<file path="src/rtl/puf_rel_stats_pkg.sv">
package puf_rel_stats_pkg;

    localparam int ADDR_W  = 3;
    localparam int NUM_CNT = 6;

    localparam int IDX_ERR  = 0;
    localparam int IDX_EVAL = 1;
    localparam int IDX_OFF  = 2;
    localparam int IDX_ACC  = 3;
    localparam int IDX_DIS  = 4;
    localparam int IDX_ONE  = 5;

    localparam logic [ADDR_W-1:0] ADDR_STATUS = 3'd6;
    localparam logic [ADDR_W-1:0] ADDR_NONE   = 3'd7;

    typedef enum logic {
        WAIT_REF = 1'b0,
        COLLECT  = 1'b1
    } trk_state_t;

endpackage

</file>
<file path="src/rtl/rel_sat_counter.sv">
module rel_sat_counter #(
    parameter int W = 32
) (
    input  logic         clk,
    input  logic         rst_n,
    input  logic         clr,
    input  logic         inc,
    output logic [W-1:0] cnt
);
    localparam logic [W-1:0] MAX = '1;

    always_ff @(posedge clk or negedge rst_n) begin
        if (!rst_n) begin
            cnt <= '0;
        end else if (clr) begin
            cnt <= '0;
        end else if (inc && (cnt != MAX)) begin
            cnt <= cnt + 1'b1;
        end
    end


    sat_hold_chk: assert property (@(posedge clk) disable iff (!rst_n)
        (cnt == MAX && !clr) |=> (cnt == MAX));


    no_wrap_chk: assert property (@(posedge clk) disable iff (!rst_n)
        !clr |=> (cnt >= $past(cnt)));


    clr_zero_chk: assert property (@(posedge clk) disable iff (!rst_n)
        clr |=> (cnt == '0));

endmodule

</file>
<file path="src/rtl/rel_chal_tracker.sv">
module rel_chal_tracker
    import puf_rel_stats_pkg::*;
#(
    parameter int EVAL_W = 8
) (
    input  logic              clk,
    input  logic              rst_n,
    input  logic              clr,
    input  logic              chal_valid,
    input  logic              chal_pass,
    input  logic              chal_ref,
    input  logic [EVAL_W-1:0] eval_count,
    input  logic              eval_valid,
    input  logic              eval_bit,
    output logic              inc_err,
    output logic              inc_eval,
    output logic              inc_off,
    output logic              inc_acc,
    output logic              inc_dis,
    output logic              inc_one,
    output logic              collecting,
    output logic              proto_err
);
    trk_state_t        state_q, state_d;
    logic [EVAL_W-1:0] left_q, left_d;
    logic              ref_q, ref_d;
    logic              flag_q;
    logic              kept;
    logic              eval_ok;
    logic              stray;

    assign kept = chal_valid && chal_pass;

    always_ff @(posedge clk or negedge rst_n) begin
        if (!rst_n) begin
            state_q <= WAIT_REF;
            left_q  <= '0;
            ref_q   <= 1'b0;
        end else begin
            state_q <= state_d;
            left_q  <= left_d;
            ref_q   <= ref_d;
        end
    end

    always_comb begin
        state_d = state_q;
        left_d  = left_q;
        ref_d   = ref_q;
        if (clr) begin
            state_d = WAIT_REF;
            left_d  = '0;
        end else if (kept) begin
            ref_d   = chal_ref;
            left_d  = eval_count;
            state_d = (eval_count != '0) ? COLLECT : WAIT_REF;
        end else begin
            unique case (state_q)
                WAIT_REF: begin
                    state_d = WAIT_REF;
                end
                COLLECT: begin
                    if (eval_valid) begin
                        left_d = left_q - 1'b1;
                        if (left_q == {{(EVAL_W-1){1'b0}}, 1'b1}) begin
                            state_d = WAIT_REF;
                        end
                    end
                end
                default: state_d = WAIT_REF;
            endcase
        end
    end

    always_comb begin
        inc_off  = 1'b0;
        inc_acc  = 1'b0;
        inc_dis  = 1'b0;
        inc_one  = 1'b0;
        eval_ok  = 1'b0;
        stray    = 1'b0;
        if (!clr) begin
            inc_off = chal_valid;
            inc_acc = kept;
            inc_dis = chal_valid && !chal_pass;
            inc_one = kept && chal_ref;
            unique case (state_q)
                WAIT_REF: stray   = eval_valid;
                COLLECT:  eval_ok = eval_valid;
                default:  stray   = eval_valid;
            endcase
        end
        inc_eval   = eval_ok;
        inc_err    = eval_ok && (eval_bit != ref_q);
        collecting = (state_q == COLLECT);
    end

    always_ff @(posedge clk or negedge rst_n) begin
        if (!rst_n) begin
            flag_q <= 1'b0;
        end else if (clr) begin
            flag_q <= 1'b0;
        end else if (stray) begin
            flag_q <= 1'b1;
        end
    end

    assign proto_err = flag_q;


    flag_sticky_chk: assert property (@(posedge clk) disable iff (!rst_n)
        (flag_q && !clr) |=> flag_q);


    wait_eval_chk: assert property (@(posedge clk) disable iff (!rst_n)
        (state_q == WAIT_REF && eval_valid && !clr) |=> flag_q);


    collect_left_chk: assert property (@(posedge clk) disable iff (!rst_n)
        (state_q == COLLECT) |-> (left_q != '0));


    reload_chk: assert property (@(posedge clk) disable iff (!rst_n)
        (kept && !clr && eval_count != '0) |=>
            (state_q == COLLECT && left_q == $past(eval_count)));

endmodule

</file>
<file path="src/rtl/rel_readback.sv">
module rel_readback
    import puf_rel_stats_pkg::*;
#(
    parameter int COUNT_W = 32
) (
    input  logic                             clk,
    input  logic                             rst_n,
    input  logic [ADDR_W-1:0]                rd_addr,
    input  logic [NUM_CNT-1:0][COUNT_W-1:0]  cnt_bus,
    input  logic                             collecting,
    input  logic                             proto_err,
    output logic [COUNT_W-1:0]               rd_data
);
    logic [COUNT_W-1:0] sel;
    logic [COUNT_W-1:0] status_w;

    assign status_w = {{(COUNT_W-2){1'b0}}, collecting, proto_err};

    always_comb begin
        if (rd_addr < ADDR_W'(NUM_CNT)) begin
            sel = cnt_bus[rd_addr];
        end else if (rd_addr == ADDR_STATUS) begin
            sel = status_w;
        end else begin
            sel = '0;
        end
    end

    always_ff @(posedge clk or negedge rst_n) begin
        if (!rst_n) begin
            rd_data <= '0;
        end else begin
            rd_data <= sel;
        end
    end


    rd_none_chk: assert property (@(posedge clk) disable iff (!rst_n)
        (rd_addr == ADDR_NONE) |=> (rd_data == '0));

endmodule

</file>
<file path="src/rtl/puf_rel_stats.sv">
module puf_rel_stats
    import puf_rel_stats_pkg::*;
#(
    parameter int COUNT_W = 32,
    parameter int EVAL_W  = 8
) (
    input  logic               clk,
    input  logic               rst_n,
    input  logic               clr,
    input  logic               chal_valid,
    input  logic               chal_pass,
    input  logic               chal_ref,
    input  logic [EVAL_W-1:0]  eval_count,
    input  logic               eval_valid,
    input  logic               eval_bit,
    input  logic [ADDR_W-1:0]  rd_addr,
    output logic [COUNT_W-1:0] rd_data,
    output logic               proto_err
);
    logic [NUM_CNT-1:0]              inc_vec;
    logic [NUM_CNT-1:0][COUNT_W-1:0] cnt_bus;
    logic                            collecting;

    rel_chal_tracker #(.EVAL_W(EVAL_W)) u_trk (
        .clk        (clk),
        .rst_n      (rst_n),
        .clr        (clr),
        .chal_valid (chal_valid),
        .chal_pass  (chal_pass),
        .chal_ref   (chal_ref),
        .eval_count (eval_count),
        .eval_valid (eval_valid),
        .eval_bit   (eval_bit),
        .inc_err    (inc_vec[IDX_ERR]),
        .inc_eval   (inc_vec[IDX_EVAL]),
        .inc_off    (inc_vec[IDX_OFF]),
        .inc_acc    (inc_vec[IDX_ACC]),
        .inc_dis    (inc_vec[IDX_DIS]),
        .inc_one    (inc_vec[IDX_ONE]),
        .collecting (collecting),
        .proto_err  (proto_err)
    );

    for (genvar g = 0; g < NUM_CNT; g++) begin : g_cnt
        rel_sat_counter #(.W(COUNT_W)) u_cnt (
            .clk   (clk),
            .rst_n (rst_n),
            .clr   (clr),
            .inc   (inc_vec[g]),
            .cnt   (cnt_bus[g])
        );
    end

    rel_readback #(.COUNT_W(COUNT_W)) u_rd (
        .clk        (clk),
        .rst_n      (rst_n),
        .rd_addr    (rd_addr),
        .cnt_bus    (cnt_bus),
        .collecting (collecting),
        .proto_err  (proto_err),
        .rd_data    (rd_data)
    );


    err_le_eval_chk: assert property (@(posedge clk) disable iff (!rst_n)
        cnt_bus[IDX_ERR] <= cnt_bus[IDX_EVAL]);

endmodule

</file>
<file path="config.mk">
export PLATFORM = sky130hd
export DESIGN_NAME = puf_rel_stats
export DESIGN_NICKNAME = d
export VERILOG_FILES = /design/src/rtl/puf_rel_stats_pkg.sv /design/src/rtl/rel_sat_counter.sv /design/src/rtl/rel_chal_tracker.sv /design/src/rtl/rel_readback.sv /design/src/rtl/puf_rel_stats.sv
export SDC_FILE = /design/constraint.sdc
export NUM_CORES = 1
export LEC_CHECK = 0
export ABC_AREA = 1
export BUFFER_PORTS_ARGS = -buffer_cell sky130_fd_sc_hd__clkbuf_2
export CAP_MARGIN = 20
export CORE_UTILIZATION = 69
export CTS_CLUSTER_SIZE = 10
export DETAILED_ROUTE_END_ITERATION = 10
export GPL_TIMING_DRIVEN = 0
export PLACE_DENSITY = 0.87
export SYNTH_ARGS = -nofsm -noshare
export SYNTH_HDL_FRONTEND = slang
export SYNTH_SLANG_ARGS = --single-unit
</file>
<file path="constraint.sdc">
create_clock -name clk -period 3 [get_ports clk]
set_clock_uncertainty 0.2 [all_clocks]
set_input_delay 0.6 -clock clk [delete_from_list [all_inputs] [get_ports clk]]
set_output_delay 0.6 -clock clk [all_outputs]
set_load 0.05 [all_outputs]
</file>
Word-level counts from Yosys, hierarchy flattened:

Cells that the tools add are included.

* equality and inequality tests: 9
* multiplexer cells: 36
* bitwise operators: 2
* magnitude comparators: 2
* $add $sub $neg: 7
* reductions and logical operators: 23

Operators by type and width (count)
* 32-bit 2-to-1 mux: 14
* 32-bit by 1-bit adder with 32-bit output (second input constant): 6
* 32-bit != test (second input constant): 6
* 32-bit binary-select mux with 3-bit select: 1
* 8-bit 2-to-1 mux: 4
* 1-bit 2-to-1 mux: 15
* 2-bit nonzero test: 7
* 1-bit logical AND: 10
* 8-bit by 1-bit equality test with 1-bit output (second input constant): 1
* 8-bit nonzero test: 1
* 8-bit by 1-bit subtractor with 8-bit output (second input constant): 1
* 3-bit nonzero test: 2
* 3-bit by 4-bit < comparator with 1-bit output (second input constant): 1
* 2-bit AND reduction: 2
* 3-bit equality test (second input constant): 1
* 3-bit < comparator (second input constant): 1
* 2-bit 2-to-1 mux: 1
* 1-bit inverter: 2
* 1-bit one-hot mux with 2 select lines: 1
* 1-bit logical NOT: 1
* 1-bit != test: 1

* logic and storage cells: 90
* output and inout port bits: 33
* bits of input ports: 19
* register bits after elaboration: 235

Logic depth before layout (Yosys ltp):

* depth after elaboration: 6
* mapped depth: 12
* mapped depth without buffers: 11

Modules after synthesis:

From an unflattened synthesis, not the netlist that was laid out.

* cell total of the unflattened synthesis: 2797
* area total of the unflattened synthesis: 17518.1 um^2

By module, submodules not included
* rel_sat_counter: cells each 345, instances 6, seq. area each 800.8 um^2, area each 2243.4 um^2
* rel_readback: cells each 612, instances 1, seq. area each 800.8 um^2, area each 3214.3 um^2
* rel_chal_tracker: cells each 115, instances 1, seq. area each 275.3 um^2, area each 843.3 um^2

Worst setup path before layout:

No wires, ideal clock.

* kind: input-to-reg
* start: input port clr
* end: register g_cnt[0].u_cnt.cnt[28]
* data arrival time: 1659 ps
* data required time: 2681 ps
* path slack: 1023 ps
* setup time: 119 ps
* stages: 10
* path buffers: 2
* cells stage by stage: buf_2 nor2_2 nand3_1 inv_2 nand2_2 nand2_4 clkinv_4 buf_6 nand2_1 nand2_1

* longest elaborated chain between the ends: 4
* elaborated cells between the ends (all ways): 5
* those cells by class: mux: 2; reduce/logical: 3

Ends and longest elaborated chain
* start, declared: RTL line puf_rel_stats.sv:9 `input logic clr,`
* 1-bit 2-to-1 mux: RTL line rel_chal_tracker.sv:82 `if (!clr) begin`
* 1-bit logical AND: RTL line rel_chal_tracker.sv:94 `inc_err = eval_ok && (eval_bit != ref_q);`
* 1-bit logical AND: RTL line rel_sat_counter.sv:17 `end else if (inc && (cnt != MAX)) begin`
* 2-bit nonzero test (no line)
* end signal, assigned: RTL line rel_sat_counter.sv:18 `cnt <= cnt + 1'b1;`
* end, declared: RTL line rel_sat_counter.sv:8 `output logic [W-1:0] cnt`

Several ways; a longest one is shown, not always the timed one.
A chain may end at the register's enable or synchronous reset.

Final worst setup path:

* start: register g_cnt[4].u_cnt.cnt[0]
* end: register g_cnt[4].u_cnt.cnt[14]

* longest elaborated chain between the ends: 3
* elaborated cells between the ends (all ways): 6
* those cells by class: add/sub: 1; eq/ne: 1; mux: 2; reduce/logical: 2

Ends and longest elaborated chain (RTL line)
* start, declared: rel_sat_counter.sv:8
* start signal, assigned: rel_sat_counter.sv:18
* 32-bit by 1-bit adder with 32-bit output or 32-bit != test (tied branches): rel_sat_counter.sv:18, rel_sat_counter.sv:17
* 32-bit 2-to-1 mux or 1-bit logical AND (tied branches): rel_sat_counter.sv:17
* 32-bit 2-to-1 mux or 2-bit nonzero test (tied branches)

Several ways; a longest one is shown, not always the timed one. The select of a mux whose other input is x is not followed.

==> impl_results.md <==
* Switching share of total power at 27.6%
* Hold-fix buffers, CTS at 1
* EDFF count, synth at 0
* Status: finished, final reports clean
* P_leak at 8.15 nW
* Fraction of layout cells with a size suffix above 1 at 7.80%
* Longest Clk Path Bufs at 3
* Nature of the critical path endpoint: register
* Grt ovf at 0
* Commonest cells in the synthesized netlist: nand2_1 (916), nor2_1 (366), dfrtp_1 (235)
* Resized Gates After CTS at 0
* WHS at 0.112 ns
* Initial Utilization at 71.2%
* Final setup vio count at 0
* Vias in the first global route at 16800
* Post-DR vias/cell at 6.26
* Pre-CTS setup slack at 0.142 ns
* Clock-pin slew on the worst setup and hold paths at 0.06 ns
* P_int at 5.29 mW
* Largest net degree at the start of global routing at 114
* Final instance area at 0.0178 mm2
* Post-Route Utilization at 77.9%
* Synth Warn # at 0
* Pwr dens at 410 mW/mm2
* IO buf count at 49
* Post-DP Area at 0.0170 mm2
* Main area contributors after synthesis: dfrtp_1 (36%), nand2_1 (21%), nor2_1 (8.4%), nand3_1 (6.4%), inv_1 (4.6%)
* Max transition margin at 34.9%
* Crit Path Max Fanout at 10
* Row cnt at 55
* Final Critical Period at 2.53 ns
* Post-Syn Instances at 2525
* Final nets at 2634
* Fmax at 395 MHz
* Setup TNS at 0 ns
* Sequential share of power at 44.8%
* Share of the synthesized area in the top cell type at 36.2%
* CTS buffer count at 28
* Post-Syn Nets at 2552
* Die H at 156 um
* Fin crit share at 84.3%
* CTS tree: done
* Total track usage at 47.5%
* Least-Margin Pin Slew at 0.976 ns
* First drt pass iteration count at 7
* H-tree levels at 1
* Comb pwr share at 11.5%
* Wire per inst at 19.5 um
* Global-route wire length before repair at 88600 um
* Yosys cell types at 41
* Crit start category: register
* Via count at 18300
* Slowest cell on the critical path: dfrtp_1
* Die Width at 156 um
* Setup ws final at 0.471 ns
* CP top delay family: simple AND/OR/NAND/NOR gates
* GP Congestion at 1.06
* Max incr delay on CP at 0.48 ns
* Die area at 0.0242 mm2
* Mapped Area at 0.0163 mm2
* Ports at 52
* Final Power at 7.30 mW
* Most frequent cell after synthesis: nand2_1
* Worst-skew pair later-pin latency at 0.56 ns
* #FFs+latches synth at 235
* Max Cap Viol at 0
* Dpl hpwl at 42700 um
* Hold crit path type: primary input to register
* Asr flop ratio synth at 100%
* Seq/Total Area, Yosys at 36.2%
* Routed wire length at 57200 um
* Post-CTS Setup Bufs at 0
* Final ANT Viol Nets at 0
* RSZ-0062 raised after global routing: false
* Clock root buffer: clkbuf_16
* Slew Viols, Final at 0
* Crit path kind: register to register
* Core Box Area at 0.0228 mm2
* WP data required at 3.29 ns
* Critical path buffer and inverter count at 1
* CP most frequent cell: nand2_1
* Crit path DAT at 2.82 ns
* DRC Markers at 0
* Placed cells at 2889
* Sink Count at 235
* Maximum vdd ir drop at 0.422 mV
* Initial antenna violation count at 0
* Leading area contributor after synthesis: dfrtp_1
* Area grow syn2layout at 9.38%
* Critical path cell sequence: ha_1 > nand2_1 > nor2_2 > nand2_2 > nor2_4 > a21oi_2 > buf_2 > nand4_1 > nand2_1
* Synth Flop Type: dfrtp_1
* Ant. Diodes at 0
* 1st-iter DRT viols at 2772
* Cell Count, Final, Fillers Out at 2928
* Clock group share of total power at 43.7%
* Sw power at 2.01 mW
* Mean post-synth cell area at 6.44 um2
* Fin. Hold Viols at 0
## area by class of cell
class,count,area [um2]
Multi-Input combinational cell,1989,9130
Sequential cell,235,5880
Fill cell,1745,5050
Inverter,210,800
Clock buffer,37,786
Buffer,91,457
Tap cell,313,392
Timing Repair Buffer,52,319
Clock inverter,1,30.0
## power groups by stage
stage,logic [mW],clock network (mW),registers (mW)
global route,0.881,3.31,3.27
global placement,0.765,0,3.32
CTS,0.803,3.18,3.27
floorplan,0.371,0,3.42
detailed placement,0.794,0,3.32
finish,0.836,3.19,3.27
## kinds of logic after synthesis
logic type      count (synthesis)  share of synthesized area [%]
buf+inv                       301                           7.72
xor+xnor                       54                           2.91
fa+ha+maj                       8                          0.615
simple gates                 1676                           43.9
flops                         235                           36.2
compound gates                251                           8.70
## state kept, by name, summed over array words and instances (netlist names)
name and cells:
g_cnt.u_cnt.cnt 192, u_rd.rd_data 32, u_trk.left_q 8, u_trk.collecting 1, u_trk.proto_err 1, u_trk.ref_q 1
## layout by cell type (no fill, tap or decap), drive strengths merged, types with 4 or more instances in the layout
master  instances
nand2         935
nor2          386
dfrtp         235
nand3         211
inv           206
o21ai         152
clkbuf        117
nand4         113
buf            62
a21oi          44
xor2           39
o211ai         23
or2            20
xnor2          15
o22ai           8
ha              8
o31ai           7
o41ai           7
nand3b          6
o21bai          4
clkinv          4
## path summary, 6_finish.rpt
check,start,to,slack [ns],cells past startpoint
min in group asynchronous,rst_n,u_trk.left_q[1],0.26,2
worst min register to register,u_trk.left_q[5],u_trk.left_q[5],0.35,2
worst min-delay path,eval_count[3],u_trk.collecting,0.11,3
max in group asynchronous,rst_n,g_cnt[1].u_cnt.cnt[8],1.53,3
worst max-delay path,g_cnt[4].u_cnt.cnt[0],g_cnt[4].u_cnt.cnt[14],0.47,9
worst max register to register,g_cnt[4].u_cnt.cnt[0],g_cnt[4].u_cnt.cnt[14],0.47,9
## routing by layer
metal / vias to the layer above / wire [um] / global-route usage [%]
met3: 281 / 8740 / 12.4
met5: - / 0 / 0
met4: 0 / 3450 / 26.7
met1: 8295 / 21300 / 65.3
li1: 8299 / - / -
met2: 1440 / 23700 / 68.1
## tightest hold or removal path, cell delays in order
cell	delay (ns)
clkbuf_2	0.09
o41ai_1	0.07
nand2_1	0.06
No activity file was read; power rests on OpenSTA's default activity.
